$ cat config.mk
export PLATFORM = sky130hd
export DESIGN_NAME = dbg_capture_ctrl
export DESIGN_NICKNAME = d
export VERILOG_FILES = /design/src/rtl/capture_pkg.sv /design/src/rtl/probe_match.sv /design/src/rtl/sample_fifo.sv /design/src/rtl/dbg_capture_ctrl.sv
export SDC_FILE = /design/constraint.sdc
export NUM_CORES = 1
export LEC_CHECK = 0
export BUFFER_PORTS_ARGS = -buffer_cell sky130_fd_sc_hd__buf_2
export CAP_MARGIN = 30
export CORE_MARGIN = 2
export CORE_UTILIZATION = 40
export DETAILED_ROUTE_END_ITERATION = 8
export PLACE_DENSITY = 0.52
export SLEW_MARGIN = 20
export SYNTH_ARGS = -nofsm -noshare
export SYNTH_HDL_FRONTEND = slang
export SYNTH_SLANG_ARGS = --single-unit
$ cat constraint.sdc
create_clock -name clk_i -period 7.7 [get_ports clk_i]
set_input_delay 1.155 -clock clk_i [delete_from_list [all_inputs] [get_ports clk_i]]
set_output_delay 1.155 -clock clk_i [all_outputs]
set_load 0.1 [all_outputs]
$ cat src/rtl/capture_pkg.sv
package capture_pkg;
  typedef enum logic [2:0] {
    ST_IDLE   = 3'd0,
    ST_ARMED  = 3'd1,
    ST_CAPT   = 3'd2,
    ST_PAUSED = 3'd3,
    ST_DONE   = 3'd4
  } cap_state_e;

  localparam logic [1:0] SEL_AND    = 2'd0;
  localparam logic [1:0] SEL_OR     = 2'd1;
  localparam logic [1:0] SEL_EITHER = 2'd2;
  localparam logic [1:0] SEL_BOTH   = 2'd3;

  typedef struct packed {
    logic [1:0] sel;
    logic       rpt;
    logic       burst;
  } cap_ctrl_t;
endpackage

$ cat src/rtl/probe_match.sv
module probe_match #(
  parameter int W = 8
) (
  input  logic [W-1:0] probe_i,
  input  logic [W-1:0] src_i,
  input  logic [W-1:0] and_mask_i,
  input  logic [W-1:0] or_mask_i,
  input  logic [W-1:0] value_i,
  output logic         and_o,
  output logic         or_o
);
  logic [W-1:0] match, and_en, or_en;

  assign match  = ~(probe_i ^ value_i);
  assign and_en = and_mask_i & src_i;
  assign or_en  = or_mask_i & src_i;
  assign and_o  = &(match | ~and_en);
  assign or_o   = |(match & or_en);
endmodule

$ cat src/rtl/sample_fifo.sv
module sample_fifo #(
  parameter int WIDTH = 26,
  parameter int DEPTH = 8,
  localparam int AW  = (DEPTH > 1) ? $clog2(DEPTH) : 1,
  localparam int LVW = $clog2(DEPTH + 1)
) (
  input  logic             clk_i,
  input  logic             rst_ni,
  input  logic             clr_i,
  input  logic             push_i,
  input  logic [WIDTH-1:0] data_i,
  input  logic             pop_i,
  output logic [WIDTH-1:0] data_o,
  output logic             valid_o,
  output logic [LVW-1:0]   level_o
);
  logic [WIDTH-1:0] mem_q [DEPTH];
  logic [AW-1:0]    wr_q, rd_q;
  logic [LVW-1:0]   level_q;
  logic             pop_ok;

  function automatic logic [AW-1:0] nxt(input logic [AW-1:0] p);
    return (p == AW'(DEPTH - 1)) ? '0 : p + 1'b1;
  endfunction

  assign valid_o = (level_q != '0);
  assign pop_ok  = pop_i && valid_o;
  assign data_o  = mem_q[rd_q];
  assign level_o = level_q;

  always_ff @(posedge clk_i) begin
    if (push_i) mem_q[wr_q] <= data_i;
  end

  always_ff @(posedge clk_i or negedge rst_ni) begin
    if (!rst_ni) begin
      wr_q    <= '0;
      rd_q    <= '0;
      level_q <= '0;
    end else if (clr_i) begin
      wr_q    <= '0;
      rd_q    <= '0;
      level_q <= '0;
    end else begin
      if (push_i) wr_q <= nxt(wr_q);
      if (pop_ok) rd_q <= nxt(rd_q);
      level_q <= level_q + LVW'(push_i) - LVW'(pop_ok);
    end
  end

  AST_NO_OVERFLOW: assert property (@(posedge clk_i) disable iff (!rst_ni)
    push_i |-> (int'(level_q) < DEPTH));
endmodule

$ cat src/rtl/dbg_capture_ctrl.sv
module dbg_capture_ctrl
  import capture_pkg::*;
#(
  parameter int PW         = 8,
  parameter int FIFO_DEPTH = 8,
  parameter int CW         = 16,
  parameter int LW         = 8,
  localparam int LVW = $clog2(FIFO_DEPTH + 1),
  localparam int OW  = PW + CW + 2,
  localparam int SW  = LVW + 4
) (
  input  logic          clk_i,
  input  logic          rst_ni,
  input  logic [PW-1:0] probe_i,
  input  logic          cfg_we_i,
  input  logic [2:0]    cfg_addr_i,
  input  logic [PW-1:0] cfg_wdata_i,
  input  logic          arm_i,
  input  logic          abort_i,
  output logic          out_valid_o,
  input  logic          out_ready_i,
  output logic [OW-1:0] out_data_o,
  output logic [SW-1:0] status_o
);
  logic [PW-1:0] src_q, and_q, or_q, tval_q, qmask_q, qval_q;
  cap_ctrl_t     ctrl_q;
  logic [LW-1:0] len_q, len_eff, cnt_q, cnt_d;
  logic [CW-1:0] cyc_q;
  cap_state_e    state_q, state_d;
  logic          pend_q, pend_d, gap_q, gap_d;
  logic          and_t, or_t, trig_hit, qual_hit, push, full, room_ok, first;
  logic [LVW-1:0] level;
  logic [OW-1:0]  word;

  // configuration registers
  always_ff @(posedge clk_i or negedge rst_ni) begin
    if (!rst_ni) begin
      src_q <= '0; and_q <= '0; or_q <= '0; tval_q <= '0;
      qmask_q <= '0; qval_q <= '0; ctrl_q <= '0; len_q <= '0;
    end else if (cfg_we_i) begin
      case (cfg_addr_i)
        3'd0: src_q   <= cfg_wdata_i;
        3'd1: and_q   <= cfg_wdata_i;
        3'd2: or_q    <= cfg_wdata_i;
        3'd3: tval_q  <= cfg_wdata_i;
        3'd4: qmask_q <= cfg_wdata_i;
        3'd5: qval_q  <= cfg_wdata_i;
        3'd6: ctrl_q  <= cfg_wdata_i[3:0];
        default: len_q <= cfg_wdata_i[LW-1:0];
      endcase
    end
  end

  probe_match #(.W(PW)) u_trig (
    .probe_i(probe_i), .src_i(src_q), .and_mask_i(and_q), .or_mask_i(or_q),
    .value_i(tval_q), .and_o(and_t), .or_o(or_t)
  );

  always_comb begin
    case (ctrl_q.sel)
      SEL_AND:    trig_hit = and_t;
      SEL_OR:     trig_hit = or_t;
      SEL_EITHER: trig_hit = and_t | or_t;
      default:    trig_hit = and_t & or_t;
    endcase
  end

  assign qual_hit = &(~(probe_i ^ qval_q) | ~qmask_q);

  always_comb begin
    len_eff = (len_q == '0) ? LW'(1) : len_q;
    if (ctrl_q.burst && int'(len_eff) > FIFO_DEPTH) len_eff = LW'(FIFO_DEPTH);
  end

  assign full    = (int'(level) == FIFO_DEPTH);
  assign room_ok = (FIFO_DEPTH - int'(level)) >= int'(len_eff);

  always_comb begin
    state_d = state_q;
    pend_d  = pend_q;
    gap_d   = gap_q;
    cnt_d   = cnt_q;
    push    = 1'b0;
    if (abort_i) begin
      state_d = ST_IDLE;
      pend_d  = 1'b0;
      gap_d   = 1'b0;
      cnt_d   = '0;
    end else begin
      case (state_q)
        ST_IDLE, ST_DONE: if (arm_i) begin
          state_d = ST_ARMED;
          gap_d   = 1'b0;
          cnt_d   = '0;
        end
        ST_ARMED: if (trig_hit || pend_q) begin
          if (ctrl_q.burst && !room_ok) pend_d = 1'b1;
          else begin
            pend_d  = 1'b0;
            state_d = ST_CAPT;
            cnt_d   = '0;
          end
        end
        ST_CAPT: if (qual_hit) begin
          if (full) begin
            state_d = ST_PAUSED;
            gap_d   = 1'b1;
          end else begin
            push  = 1'b1;
            gap_d = 1'b0;
            if ({1'b0, cnt_q} + 1'b1 == {1'b0, len_eff}) begin
              cnt_d   = '0;
              state_d = ctrl_q.rpt ? ST_ARMED : ST_DONE;
              gap_d   = ctrl_q.rpt;
            end else begin
              cnt_d = cnt_q + 1'b1;
            end
          end
        end
        ST_PAUSED: if (!full) state_d = ST_CAPT;
        default: state_d = ST_IDLE;
      endcase
    end
  end

  always_ff @(posedge clk_i or negedge rst_ni) begin
    if (!rst_ni) begin
      state_q <= ST_IDLE;
      pend_q  <= 1'b0;
      gap_q   <= 1'b0;
      cnt_q   <= '0;
      cyc_q   <= '0;
    end else begin
      state_q <= state_d;
      pend_q  <= pend_d;
      gap_q   <= gap_d;
      cnt_q   <= cnt_d;
      cyc_q   <= cyc_q + 1'b1;
    end
  end

  assign first = (cnt_q == '0);
  assign word  = {first, gap_q, first ? cyc_q : CW'(0), probe_i};

  sample_fifo #(.WIDTH(OW), .DEPTH(FIFO_DEPTH)) u_fifo (
    .clk_i(clk_i), .rst_ni(rst_ni), .clr_i(abort_i), .push_i(push),
    .data_i(word), .pop_i(out_ready_i), .data_o(out_data_o),
    .valid_o(out_valid_o), .level_o(level)
  );

  assign status_o = {state_q, pend_q, level};

  AST_ABORT_IDLE: assert property (@(posedge clk_i) disable iff (!rst_ni)
    abort_i |=> (state_q == ST_IDLE) && !out_valid_o);
  AST_ARM_START: assert property (@(posedge clk_i) disable iff (!rst_ni)
    (state_q == ST_IDLE && arm_i && !abort_i) |=> state_q == ST_ARMED);
  AST_OUT_HOLD: assert property (@(posedge clk_i) disable iff (!rst_ni)
    (out_valid_o && !out_ready_i && !abort_i) |=> out_valid_o && $stable(out_data_o));
  AST_PAUSE_GAP: assert property (@(posedge clk_i) disable iff (!rst_ni)
    (state_q == ST_PAUSED) |-> gap_q);
  AST_PEND_ARMED: assert property (@(posedge clk_i) disable iff (!rst_ni)
    pend_q |-> (state_q == ST_ARMED));
endmodule

== Word level (Yosys, flattened, before mapping) ==
Memory sizes are Yosys's and may differ from the RTL's.
Cells that the tools add are included.
Word-level totals
  output and inout bits: 35
  bits in writable memories: 208
  memories: 1
  flip-flop bits (word level): 99
Operators by class
  eq/ne operators: 23
  bitwise operators: 14
  add/subtract/negate cells: 8
  reductions and logical operators: 34
  muxes and demuxes: 45
  magnitude comparators: 2
Memory list
  u_fifo.mem_q: depth 8, width 26, read ports 1, clocked after Yosys merged registers in 0, write ports 1, RTL line sample_fifo.sv:17  | logic [WIDTH-1:0] mem_q [DEPTH];
Operators by type and width (number)
  $mux 8: 9
  $mux 3: 15
  $not 8->8: 4
  $and 8x8->8: 3
  $pmux 8 s3: 1
  $eq 3x3->1 const B: 6
  $ne 3x3->1 const B: 6
  $reduce_and 2->1: 9
  $add 16x1->16 const B: 1
  $logic_not 8->1: 2
  $mux 16: 1
  $or 8x8->8: 2
  $reduce_and 8->1: 2
  $xor 8x8->8: 2
  $mux 1: 15
  $eq 3x2->1 const B: 4
  $pmux 3 s4: 1
  $reduce_and 6->1: 2
  $add 8x1->9 const B: 1
  $eq 9x8->1: 1
  $ge 5x9->1: 1
  $add 8x1->8 const B: 1
  $gt 8x4->1 const B: 1
  $reduce_bool 2->1: 4
  other kinds (26): 32

== Longest topological paths before layout ==
  depth after elaboration: 12
  mapped depth: 13
  gate-level depth less buffers: 13

== Hierarchy ==
From an unflattened synthesis, not the netlist that was laid out.
Unflattened totals
  cell total of the unflattened synthesis: 829
  area, all modules: 13594.3 um^2
Modules (own cells, without submodules)
  sample_fifo: area an instance 8655.8 um^2, times used 1, cells each 372
  dbg_capture_ctrl: area an instance 4737.0 um^2, times used 1, cells each 427
  probe_match: area an instance 201.4 um^2, times used 1, cells each 30

== Worst setup path before layout ==
Ideal clock, no wire load.
  kind: input-to-reg
  start: input probe_i[7]
  end: memory u_fifo.mem_q[5][0] (enable)
  arrival: 4.641 ns
  slack: 2.612 ns
  stages: 8
  path buffers: 1
  cell sequence: xor2_1 a22oi_1 nand4_1 nor4_1 nor2b_1 buf_2 nand2_1 nor3b_1
Between the ends
  word-level cells in the longest chain between the ends: 9
RTL lines
  start: declaration: RTL line dbg_capture_ctrl.sv:14  | input logic [PW-1:0] probe_i,
  $xor 8x8->8: RTL line dbg_capture_ctrl.sv:68  | assign qual_hit = &(~(probe_i ^ qval_q) | ~qmask_q);
  $not 8->8: RTL line dbg_capture_ctrl.sv:68
  $or 8x8->8: RTL line dbg_capture_ctrl.sv:68
  $reduce_and 8->1: RTL line dbg_capture_ctrl.sv:68
  $mux 1: RTL line dbg_capture_ctrl.sv:104  | ST_CAPT: if (qual_hit) begin
  $mux 1: RTL line dbg_capture_ctrl.sv:90  | case (state_q)
  $mux 1: RTL line dbg_capture_ctrl.sv:84  | if (abort_i) begin
  $mux 1: RTL line sample_fifo.sv:32  | if (push_i) mem_q[wr_q] <= data_i;
  $mux 1 (not written as such): RTL line sample_fifo.sv:32
  end: declaration: RTL line sample_fifo.sv:17
No other way between the ends.

== Worst setup path in the final report ==
  start: register u_fifo.rd_q[0]
  end: output out_data_o[17]
Between the ends
  word-level cells in the longest chain between the ends: 1
RTL lines
  start: declaration: RTL line sample_fifo.sv:18  | logic [AW-1:0] wr_q, rd_q;
  start signal: assignment: RTL line sample_fifo.sv:46  | if (pop_ok) rd_q <= nxt(rd_q);
  $mem_v2 8x26
  end: declaration: RTL line dbg_capture_ctrl.sv:22  | output logic [OW-1:0] out_data_o,
No other way between the ends.

==> out/metrics.cfg <==
[yosys]
async_reset_ff_share_pct=32.2
syn_avg_cell_area_um2=16.3
synth-edff-count=208
synth_seq_area_share_pct=66.2
yosys_warnings=0
netlist_area_um2=13200
synth-seq-cells=307
syn_inst=808
synth_ff_type=edfxtp_1
synth.distinct_cells=60
syn_nets=855

[route]
m1WireLength_um=11500
drt_wl_total_um=27300
vias=7149
drt_iter0_markers=577
drc_errors=0
vias_per_cell=5.28
dr.pass1.iters=5
wl_per_cell_um=20.1
met3_length_um=1050
routed.top_layer=met4
ant_nets=0
routed-wl-met2_um=14000

[layout]
post-route-util_pct=46.5
layout_commonest_cell=edfxtp_1
drive_above_1_share_pct=30.8
area_growth_pct=14.8
n_antenna_cell=0
layout_common_cells=edfxtp_1, dfrtp_1, mux2_2, buf_2, mux4_2
fin_nets=935

[outcome]
status=completed

[clock_network]
cts_tree=yes
cts_hold_buf=0
clockRootBuffer=clkbuf_16
cts.sinks=307
insertion_delay_ns=0.55
cts_resized=0
cts.clk_slew.worst_paths_ns=0.06
clockBufferDepth=3
cts_buffers=31
post-cts-setup-buffer-count=0
h-tree-depth=1

[critical_path]
cp_data_arrival_time_ns=3.12
r2r_end=u_fifo.mem_q[5][2]
required_ns=6.55
crit_type=flip-flop to primary output
r2r.worst_path.cells=9
critPathMaxFanout=30
r2r-start=qval_q[5]
startpoint_type=flip-flop
cp-end-kind=primary output
r2r_slack_ns=4.35

[power]
ir_worst_vdd_v=0.000195
p_switching_w=0.00156
pwr-share-seq_pct=41.8
power_density_nw_per_um2=313
p_int_w=0.00317
clockPowerShare_pct=31.5
swShare_pct=33.0
p_comb_share_pct=26.7
p_leak_nw=5.39

[sta]
finalSetupViolCount=0
clock_skew_ns=0.0135
worstMarginPinSlew_ns=0.831
timing.hold.ws_ns=0.480
timing.fmax_mhz=234
tns_ns=0
rsz0062_at_grt=no
period_share_pct=55.5
hold_violations=0
maxSlewHeadroom_pct=44.6
slew_viol_final=0
timing.final.ws_setup_ns=3.43
min_period_ns=4.27

[placement]
dp_worst_setup_slack_ns=2.99
hpwl_um=17400
portBuffers=59
gp_congestion=0.882

[grt]
grt_pass1_wl_um=42900
track_usage_pct=16.3
grt_antenna_before_repair=0
overflow=0
grt_pass1_vias=7571
grt_max_degree=72

[floorplan]
die_w_um=186
fp-row-count=66
core_area_um2=32500
pin_count=60
start_util_pct=40.5
die_h_um=186
dieArea_um2=34400

[min_path]
min_to=cyc_q[15]
hp-start=cyc_q[15]
hold_path_class=flip-flop to flip-flop
holdPathStages=1

[run]
cap_violations=0

[cells in the mapped netlist, types with 7 or more instances]
| cell | n | area (um2) |
|---|---|---|
| edfxtp_1 | 208 | 6250 |
| dfrtp_1 | 99 | 2480 |
| mux2_2 | 86 | 968 |
| mux4_2 | 52 | 1170 |
| nand2_1 | 45 | 169 |
| nor2_1 | 24 | 90.1 |
| and2_1 | 22 | 138 |
| clkbuf_1 | 22 | 82.6 |
| xnor2_1 | 22 | 193 |
| ha_1 | 21 | 263 |
| inv_1 | 21 | 78.8 |
| a21oi_1 | 17 | 85.1 |
| xor2_1 | 16 | 140 |
| nand3_1 | 13 | 65.1 |
| o21ai_0 | 13 | 65.1 |
| nand4_1 | 9 | 56.3 |
| nand2b_1 | 8 | 50.1 |
| nor2b_1 | 8 | 50.1 |
| nor3_1 | 7 | 35.0 |
[layer usage]
layer	track usage [%]	vias up
met5	0	-
met4	4.25	0
met3	2.48	45
met2	29.2	142
met1	20.6	3670
li1	-	3292
[logic make-up (layout without fill, tap and decap cells)]
kind of cell | count (synthesis) | in the layout | share of synthesized area (%)
AO/OA/AOI/OAI | 76 | 76 | 4.01
XOR/XNOR | 39 | 39 | 2.70
adder cells (fa/ha/maj) | 23 | 23 | 2.22
buffers and inverters | 52 | 157 | 1.55
flip-flops | 307 | 307 | 66.2
multiplexers | 142 | 142 | 16.5
AND/OR/NAND/NOR | 169 | 169 | 6.81
[power by group through the flow]
stage / logic [W] / clock network [W] / registers [W]
6_report: 0.00126 / 0.00149 / 0.00198
5_1_grt: 0.00136 / 0.00160 / 0.00200
4_1_cts: 0.00128 / 0.00154 / 0.00198
3_5_place_dp: 0.00127 / 0 / 0.00201
3_3_place_gp: 0.00124 / 0 / 0.00201
2_1_floorplan: 0.000959 / 0 / 0.00205
[per-stage QoR]
step / power [W] / instance area (um2) / cells
finish: 0.00473 / 15100 / 1355
floorplan: 0.00301 / 13200 / 808
global route: 0.00496 / 15100 / 1355
global placement: 0.00325 / 14100 / 1294
CTS: 0.00479 / 15100 / 1353
detailed placement: 0.00328 / 14100 / 1295
[worst max-delay path by stage]
stage          cells after the start      startpoint                  to
2_1_floorplan                      8      probe_i[7]  u_fifo.mem_q[5][0]
3_3_place_gp                       9      probe_i[6]  u_fifo.mem_q[5][9]
3_5_place_dp                       9      probe_i[6]  u_fifo.mem_q[5][8]
4_1_cts                            4  u_fifo.rd_q[0]      out_data_o[14]
5_1_grt                            4  u_fifo.rd_q[0]      out_data_o[14]
6_report                           4  u_fifo.rd_q[0]      out_data_o[17]
[worst max-delay path, cell delays in order, from the launching register on]
cell     delay (ns)
dfrtp_4        0.76
buf_4          0.60
mux4_2         0.61
mux2_2         0.27
buf_2          0.29
[registers in the layout (all words and copies together) (netlist names)]
| register | flops |
|---|---|
| qmask_q | 8 |
| src_q | 8 |
| ctrl_q | 4 |
| qval_q | 8 |
| u_fifo.level_o | 4 |
| state_q | 3 |
| u_fifo.rd_q | 3 |
| u_fifo.wr_q | 3 |
| or_q | 8 |
| len_q | 8 |
| cnt_q | 8 |
| u_fifo.mem_q | 208 |
| cyc_q | 16 |
| and_q | 8 |
| pend_q | 1 |
| tval_q | 8 |
| gap_q | 1 |
[final cells by class]
class / instances / area [um2]
clock buffers: 41 / 833
clock inverters: 17 / 188
fillers: 2876 / 17400
inverters: 21 / 78.8
multi-input cells: 449 / 4290
flip-flops and latches: 307 / 8730
well taps: 442 / 553
repair buffers: 78 / 455
(Power assumes the default switching activity.)
